--- config.mk ---
export PLATFORM = sky130hd
export DESIGN_NAME = carry_skip_unit
export DESIGN_NICKNAME = d
export VERILOG_FILES = /design/src/rtl/csu_pkg.sv /design/src/rtl/csu_carry_gen.sv /design/src/rtl/csu_shifter.sv /design/src/rtl/csu_skip_eval.sv /design/src/rtl/carry_skip_unit.sv
export SDC_FILE = /design/constraint.sdc
export NUM_CORES = 1
export LEC_CHECK = 0
export ABC_AREA = 0
export BUFFER_PORTS_ARGS = -buffer_cell sky130_fd_sc_hd__buf_2
export CAP_MARGIN = 30
export CORE_MARGIN = 10
export CORE_UTILIZATION = 42
export DETAILED_ROUTE_END_ITERATION = 16
export PLACE_DENSITY = 0.85
export RECOVER_POWER = 25
export SLEW_MARGIN = 15
export SYNTH_ARGS = -nofsm -noshare
export SYNTH_HDL_FRONTEND = slang
export SYNTH_SLANG_ARGS = --single-unit
--- constraint.sdc ---
create_clock -name clk -period 6.75 [get_ports clk]
set_clock_uncertainty 0.05 [all_clocks]
set_input_delay 1.0125 -clock clk [delete_from_list [all_inputs] [get_ports clk]]
set_output_delay 1.0125 -clock clk [all_outputs]
set_load 0.02 [all_outputs]
--- src/rtl/csu_pkg.sv ---
package csu_pkg;
  localparam int IR_W = 16;

  localparam int SKIP_LO  = 0;
  localparam int NOLD_BIT = 3;
  localparam int CCTL_LO  = 4;
  localparam int SHF_LO   = 6;
  localparam int FUNC_LO  = 8;

  typedef enum logic [1:0] {
    CC_KEEP = 2'd0,
    CC_ZERO = 2'd1,
    CC_ONE  = 2'd2,
    CC_COMP = 2'd3
  } cctl_e;

  typedef enum logic [1:0] {
    SH_NONE = 2'd0,
    SH_ROL  = 2'd1,
    SH_ROR  = 2'd2,
    SH_SWAP = 2'd3
  } shf_e;

  typedef enum logic [2:0] {
    SK_NEVER = 3'd0,
    SK_ALW   = 3'd1,
    SK_CZ    = 3'd2,
    SK_CNZ   = 3'd3,
    SK_RZ    = 3'd4,
    SK_RNZ   = 3'd5,
    SK_EITH  = 3'd6,
    SK_BOTH  = 3'd7
  } skc_e;

  typedef struct packed {
    logic [2:0] func;
    shf_e       shf;
    cctl_e      cctl;
    logic       noload;
    skc_e       skc;
  } ir_fields_t;

  function automatic ir_fields_t split_ir(input logic [IR_W-1:0] w);
    ir_fields_t f;
    f.func   = w[FUNC_LO +: 3];
    f.shf    = shf_e'(w[SHF_LO +: 2]);
    f.cctl   = cctl_e'(w[CCTL_LO +: 2]);
    f.noload = w[NOLD_BIT];
    f.skc    = skc_e'(w[SKIP_LO +: 3]);
    return f;
  endfunction

  // Arithmetic functions whose carry-out may flip the carry.
  function automatic logic func_uses_cout(input logic [2:0] fn);
    case (fn)
      3'd0, 3'd2, 3'd7: return 1'b0;
      default:          return 1'b1;
    endcase
  endfunction
endpackage

--- src/rtl/csu_carry_gen.sv ---
module csu_carry_gen
  import csu_pkg::*;
(
  input  cctl_e      cctl,
  input  logic [2:0] func,
  input  logic       stored_c,
  input  logic       alu_cout,
  output logic       pre_c
);
  logic base_c;

  always_comb begin
    unique case (cctl)
      CC_KEEP: base_c = stored_c;
      CC_ZERO: base_c = 1'b0;
      CC_ONE:  base_c = 1'b1;
      CC_COMP: base_c = ~stored_c;
      default: base_c = stored_c;
    endcase
  end

  assign pre_c = base_c ^ (alu_cout & func_uses_cout(func));
endmodule

--- src/rtl/csu_shifter.sv ---
module csu_shifter
  import csu_pkg::*;
#(
  parameter int DW = 16
) (
  input  shf_e          mode,
  input  logic          c_in,
  input  logic [DW-1:0] d_in,
  output logic          c_out,
  output logic [DW-1:0] d_out
);
  localparam int HALF = DW / 2;

  logic [DW-1:0] swapped;

  generate
    if ((DW % 2) == 0) begin : g_even
      assign swapped = {d_in[HALF-1:0], d_in[DW-1:HALF]};
    end else begin : g_odd
      assign swapped = d_in;
    end
  endgenerate

  always_comb begin
    c_out = c_in;
    d_out = d_in;
    unique case (mode)
      SH_NONE: ;
      SH_ROL:  {c_out, d_out} = {d_in, c_in};
      SH_ROR:  {d_out, c_out} = {c_in, d_in};
      SH_SWAP: d_out = swapped;
      default: ;
    endcase
  end
endmodule

--- src/rtl/csu_skip_eval.sv ---
module csu_skip_eval
  import csu_pkg::*;
#(
  parameter int DW = 16
) (
  input  skc_e          cond,
  input  logic          c,
  input  logic [DW-1:0] r,
  output logic          take
);
  logic rz;
  assign rz = (r == '0);

  always_comb begin
    unique case (cond)
      SK_NEVER: take = 1'b0;
      SK_ALW:   take = 1'b1;
      SK_CZ:    take = ~c;
      SK_CNZ:   take = c;
      SK_RZ:    take = rz;
      SK_RNZ:   take = ~rz;
      SK_EITH:  take = rz | ~c;
      SK_BOTH:  take = ~rz & c;
      default:  take = 1'b0;
    endcase
  end
endmodule

--- src/rtl/carry_skip_unit.sv ---
module carry_skip_unit
  import csu_pkg::*;
#(
  parameter int DW = 16
) (
  input  logic            clk,
  input  logic            rst_n,
  input  logic [IR_W-1:0] ir_in,
  input  logic [DW-1:0]   alu_res,
  input  logic            alu_cout,
  input  logic            dns_strobe,
  input  logic            ir_load,
  output logic [DW-1:0]   shift_out,
  output logic            reg_we,
  output logic            skip_o,
  output logic            carry_o
);
  ir_fields_t f;
  logic       pre_c;
  logic       post_c;
  logic       skip_take;
  logic       carry_q;
  logic       skip_q;

  assign f = split_ir(ir_in);

  csu_carry_gen u_cgen (
    .cctl     (f.cctl),
    .func     (f.func),
    .stored_c (carry_q),
    .alu_cout (alu_cout),
    .pre_c    (pre_c)
  );

  csu_shifter #(.DW(DW)) u_shf (
    .mode  (f.shf),
    .c_in  (pre_c),
    .d_in  (alu_res),
    .c_out (post_c),
    .d_out (shift_out)
  );

  csu_skip_eval #(.DW(DW)) u_skip (
    .cond (f.skc),
    .c    (post_c),
    .r    (shift_out),
    .take (skip_take)
  );

  assign reg_we = dns_strobe & ~f.noload;

  always_ff @(posedge clk) begin
    if (!rst_n) begin
      carry_q <= 1'b0;
      skip_q  <= 1'b0;
    end else begin
      if (reg_we) carry_q <= post_c;
      if (ir_load)         skip_q <= 1'b0;
      else if (dns_strobe) skip_q <= skip_take;
    end
  end

  assign skip_o  = skip_q;
  assign carry_o = carry_q;
endmodule

==> run_results.csv <==
group,metric,value,unit
clock_network,cts_buffers,3,
critical_path,worstPathCellList,"buf_2 -> inv_1 -> ha_1 -> inv_1 -> a21oi_1 -> buf_2",
global_routing,grt_pass1_vias,962,
critical_path,setup.worst_path.end_class,"output port",
critical_path,worstPathArrival,2530,ps
clock_network,post-cts-setup-buffers,0,
detailed_routing,ant_nets,0,
critical_path,rrSetupSlack,4960,ps
yosys,synth_compound_area_frac,0.4705,
cells_and_area,n_fill_cell,162,
clock_network,cts_tree,"built",
cells_and_area,nNetsFinal,181,
global_routing,grt_util_met1,0.1549,
clock_network,clk_path_buf_depth,2,
critical_path,crit_start,"ir_in[6]",
cells_and_area,diodes,0,
min_path,holdCritStartpoint,"carry_o",
detailed_routing,routed_wl,2650,um
yosys,netlist_area,699.4,um2
critical_path,cpPeakStageDelay,450,ps
yosys,synth-xor-area-share,0.01252,
global_routing,antenna_found_initial,0,
clock_network,clk_latency,220,ps
floorplan,start_util,0.4537,
clock_network,clock-root-buffer,"clkbuf_4",
global_routing,overflow,0,
place,portBuffers,50,
timing,relSlewSlack,0.6082,
cells_and_area,syn_to_final_growth,31.13,%
clock_network,cts_resized,0,
global_routing,grt_pass1_wl,4160,um
floorplan,rows,14,
critical_path,cp_top_family,"buffers and inverters",
floorplan,die_x,60.81,um
detailed_routing,wl_per_cell,17.21,um
yosys,synth_area_per_cell,7.602,um2
global_routing,grt_max_degree,18,
floorplan,die_y,60.81,um
floorplan,die-area,3697,um2
timing,hold_viol,0,
critical_path,crit_fanout,17,
place,hpwl,2116,um
yosys,ys_types,29,
timing,period_minus_slack,3596,ps
global_routing,use_met2,0.2402,
timing,finalSetupTns,0,ps
timing,tightestPinTransition,587.7,ps
global_routing,grt_use_met3,0.03340,
detailed_routing,vias_per_cell,6.500,
floorplan,coreArea,1541,um2
cells_and_area,drive_gt1_frac,0.3841,
power,cellPowerDensity,132.6,nW/um2
global_routing,track_usage,0.1388,
status,status,"completed",
place,pre_cts_ws,3180,ps
clock_network,ctsHoldBuffers,0,
critical_path,worst-setup-path-type,"in2out",
clock_network,h-tree-depth,1,
yosys,yosys.area_share.adder,0.07156,
timing,rsz0062_at_grt,"no",
place,gp_congestion,0.8969,
yosys,seq_area_frac_synth,0.05725,
floorplan,pin_count,56,
run,cap_violations,0,
yosys,synth_top_family_by_area,"compound AO/OA/AOI/OAI gates",
detailed_routing,drt-initial-drc-count,101,
power,p_leak,0.4307,nW
yosys,synthCells,92,
critical_path,cp-start-kind,"input pin",
detailed_routing,drt-pass1-iter-count,6,
global_routing,gr-max-usage-layer,"met2",
min_path,hp-class,"reg2reg",
critical_path,critical_path_required,5690,ps
timing,finalMaxSlewViolations,0,
critical_path,path_buf_inv,4,
detailed_routing,dr_total_vias,1001,
timing,setup_slack,3154,ps
timing,max_freq,0.2781,GHz
clock_network,cts_sinks,2,
detailed_routing,drc,0,
yosys,yosysWarnings,0,
yosys,syn-num-nets,133,
timing,finalCritPeriodShare,0.5328,
yosys,ys_ff_latch,2,
timing,setup_viol,0,
yosys,synth-simple-area-share,0.2272,
critical_path,r2r-start,"carry_o",
yosys,synth.area.mux_share,0.03041,
clock_network,clk_pin_slew_worst_paths,30,ps
power,vdd_drop_max,0.1017,mV
critical_path,worst_path_max_delay_cell,"ha_1",
## state kept, by name, indices dropped and copies added (netlist names)
name	count
carry_o	1
skip_o	1
## kinds of logic after synthesis
| kind of cell | Yosys count |
|---|---|
| AOI/OAI and AO/OA | 45 |
| xor gates and xnor gates | 1 |
| adders and majority gates | 4 |
| buffers and inverters | 14 |
| DFF | 2 |
| muxes | 2 |
| and+or+nand+nor | 24 |
## worst paths after layout
check,end,cells after the start
max,shift_out[13],6
min,carry_o,3
max reg2reg,skip_o,6
min reg2reg,carry_o,3
## worst register-to-register path, delay by kind of cell (launching register included)
kind / cells / cell delay [ps]
AOI/OAI and AO/OA: 3 / 730
DFF: 1 / 360
muxes: 1 / 340
xor gates and xnor gates: 1 / 110
and+or+nand+nor: 1 / 70
## layout by cell type, fill, tap and decap left out
master / n
a31oi_1: 1
a22oi_1: 5
and2_1: 1
nor2b_1: 13
nor4b_2: 1
a222oi_1: 10
mux2i_1: 1
mux2_1: 1
nor4_1: 3
nor3_1: 1
inv_1: 7
a221o_1: 1
nand3_1: 2
nor2_1: 1
xnor2_1: 1
clkbuf_1: 3
ha_1: 4
a21oi_1: 18
o21ai_0: 1
clkbuf_4: 3
buf_2: 47
a2bb2oi_1: 4
o22ai_1: 2
a41o_1: 1
or3_1: 1
dfxtp_1: 2
a221o_2: 2
nand4_1: 1
## where the power goes
group / total (W) / switching (W) / internal (W)
registers: 0.0000131 / 0.000000516 / 0.0000126
logic: 0.0000822 / 0.0000503 / 0.0000319
clock network: 0.0000263 / 0.00000672 / 0.0000196
## final cells by class
cell class	instances	area [um2]	share of cell area
clock buffer	3	22.52	0.02456
inverter	7	26.28	0.02865
multi-input combinational	76	561.8	0.6126
sequential	2	40.04	0.04366
tap	16	20.02	0.02183
timing repair buffer	50	246.5	0.2688
## per-layer routing
metal,up-vias,wire (um)
met3,6,345
met5,-,0
met1,450,1025
met4,0,48
li1,472,-
met2,73,1230
## Yosys cell counts, drive strengths merged
cell / number / area, um2
a21oi: 18 / 90.09
nor2b: 13 / 81.33
a222oi: 10 / 100.1
inv: 7 / 26.28
buf: 6 / 61.30
a22oi: 5 / 37.54
a2bb2oi: 4 / 35.03
ha: 4 / 50.05
a221o: 3 / 32.53
nor4: 3 / 25.02
dfxtp: 2 / 40.04
nand3: 2 / 10.01
o22ai: 2 / 12.51
a31oi: 1 / 6.260
a41o: 1 / 10.01
and2: 1 / 6.260
clkbuf: 1 / 3.750
mux2: 1 / 11.26
mux2i: 1 / 10.01
nand4: 1 / 6.260
nor2: 1 / 3.750
nor3: 1 / 5.000
nor4b: 1 / 15.01
o21ai: 1 / 5.000
or3: 1 / 6.260
xnor2: 1 / 8.760
## through the flow
step | total power [W] | util | cell area [um2] | instances | hold slack (ps)
2_1_floorplan | 0.00006741 | - | 699.4 | 92 | 632.4
3_3_place_gp | 0.00009399 | 0.5869 | 904.6 | 151 | 556.6
3_5_place_dp | 0.00009577 | 0.5869 | 904.6 | 151 | 570.0
4_1_cts | 0.0001235 | 0.6015 | 927.1 | 154 | 580.7
5_1_grt | 0.0001296 | 0.5950 | 917.1 | 154 | 622.2
6_report | 0.0001216 | 0.5950 | 917.1 | 154 | 584.3
(Power assumes the default switching activity.)
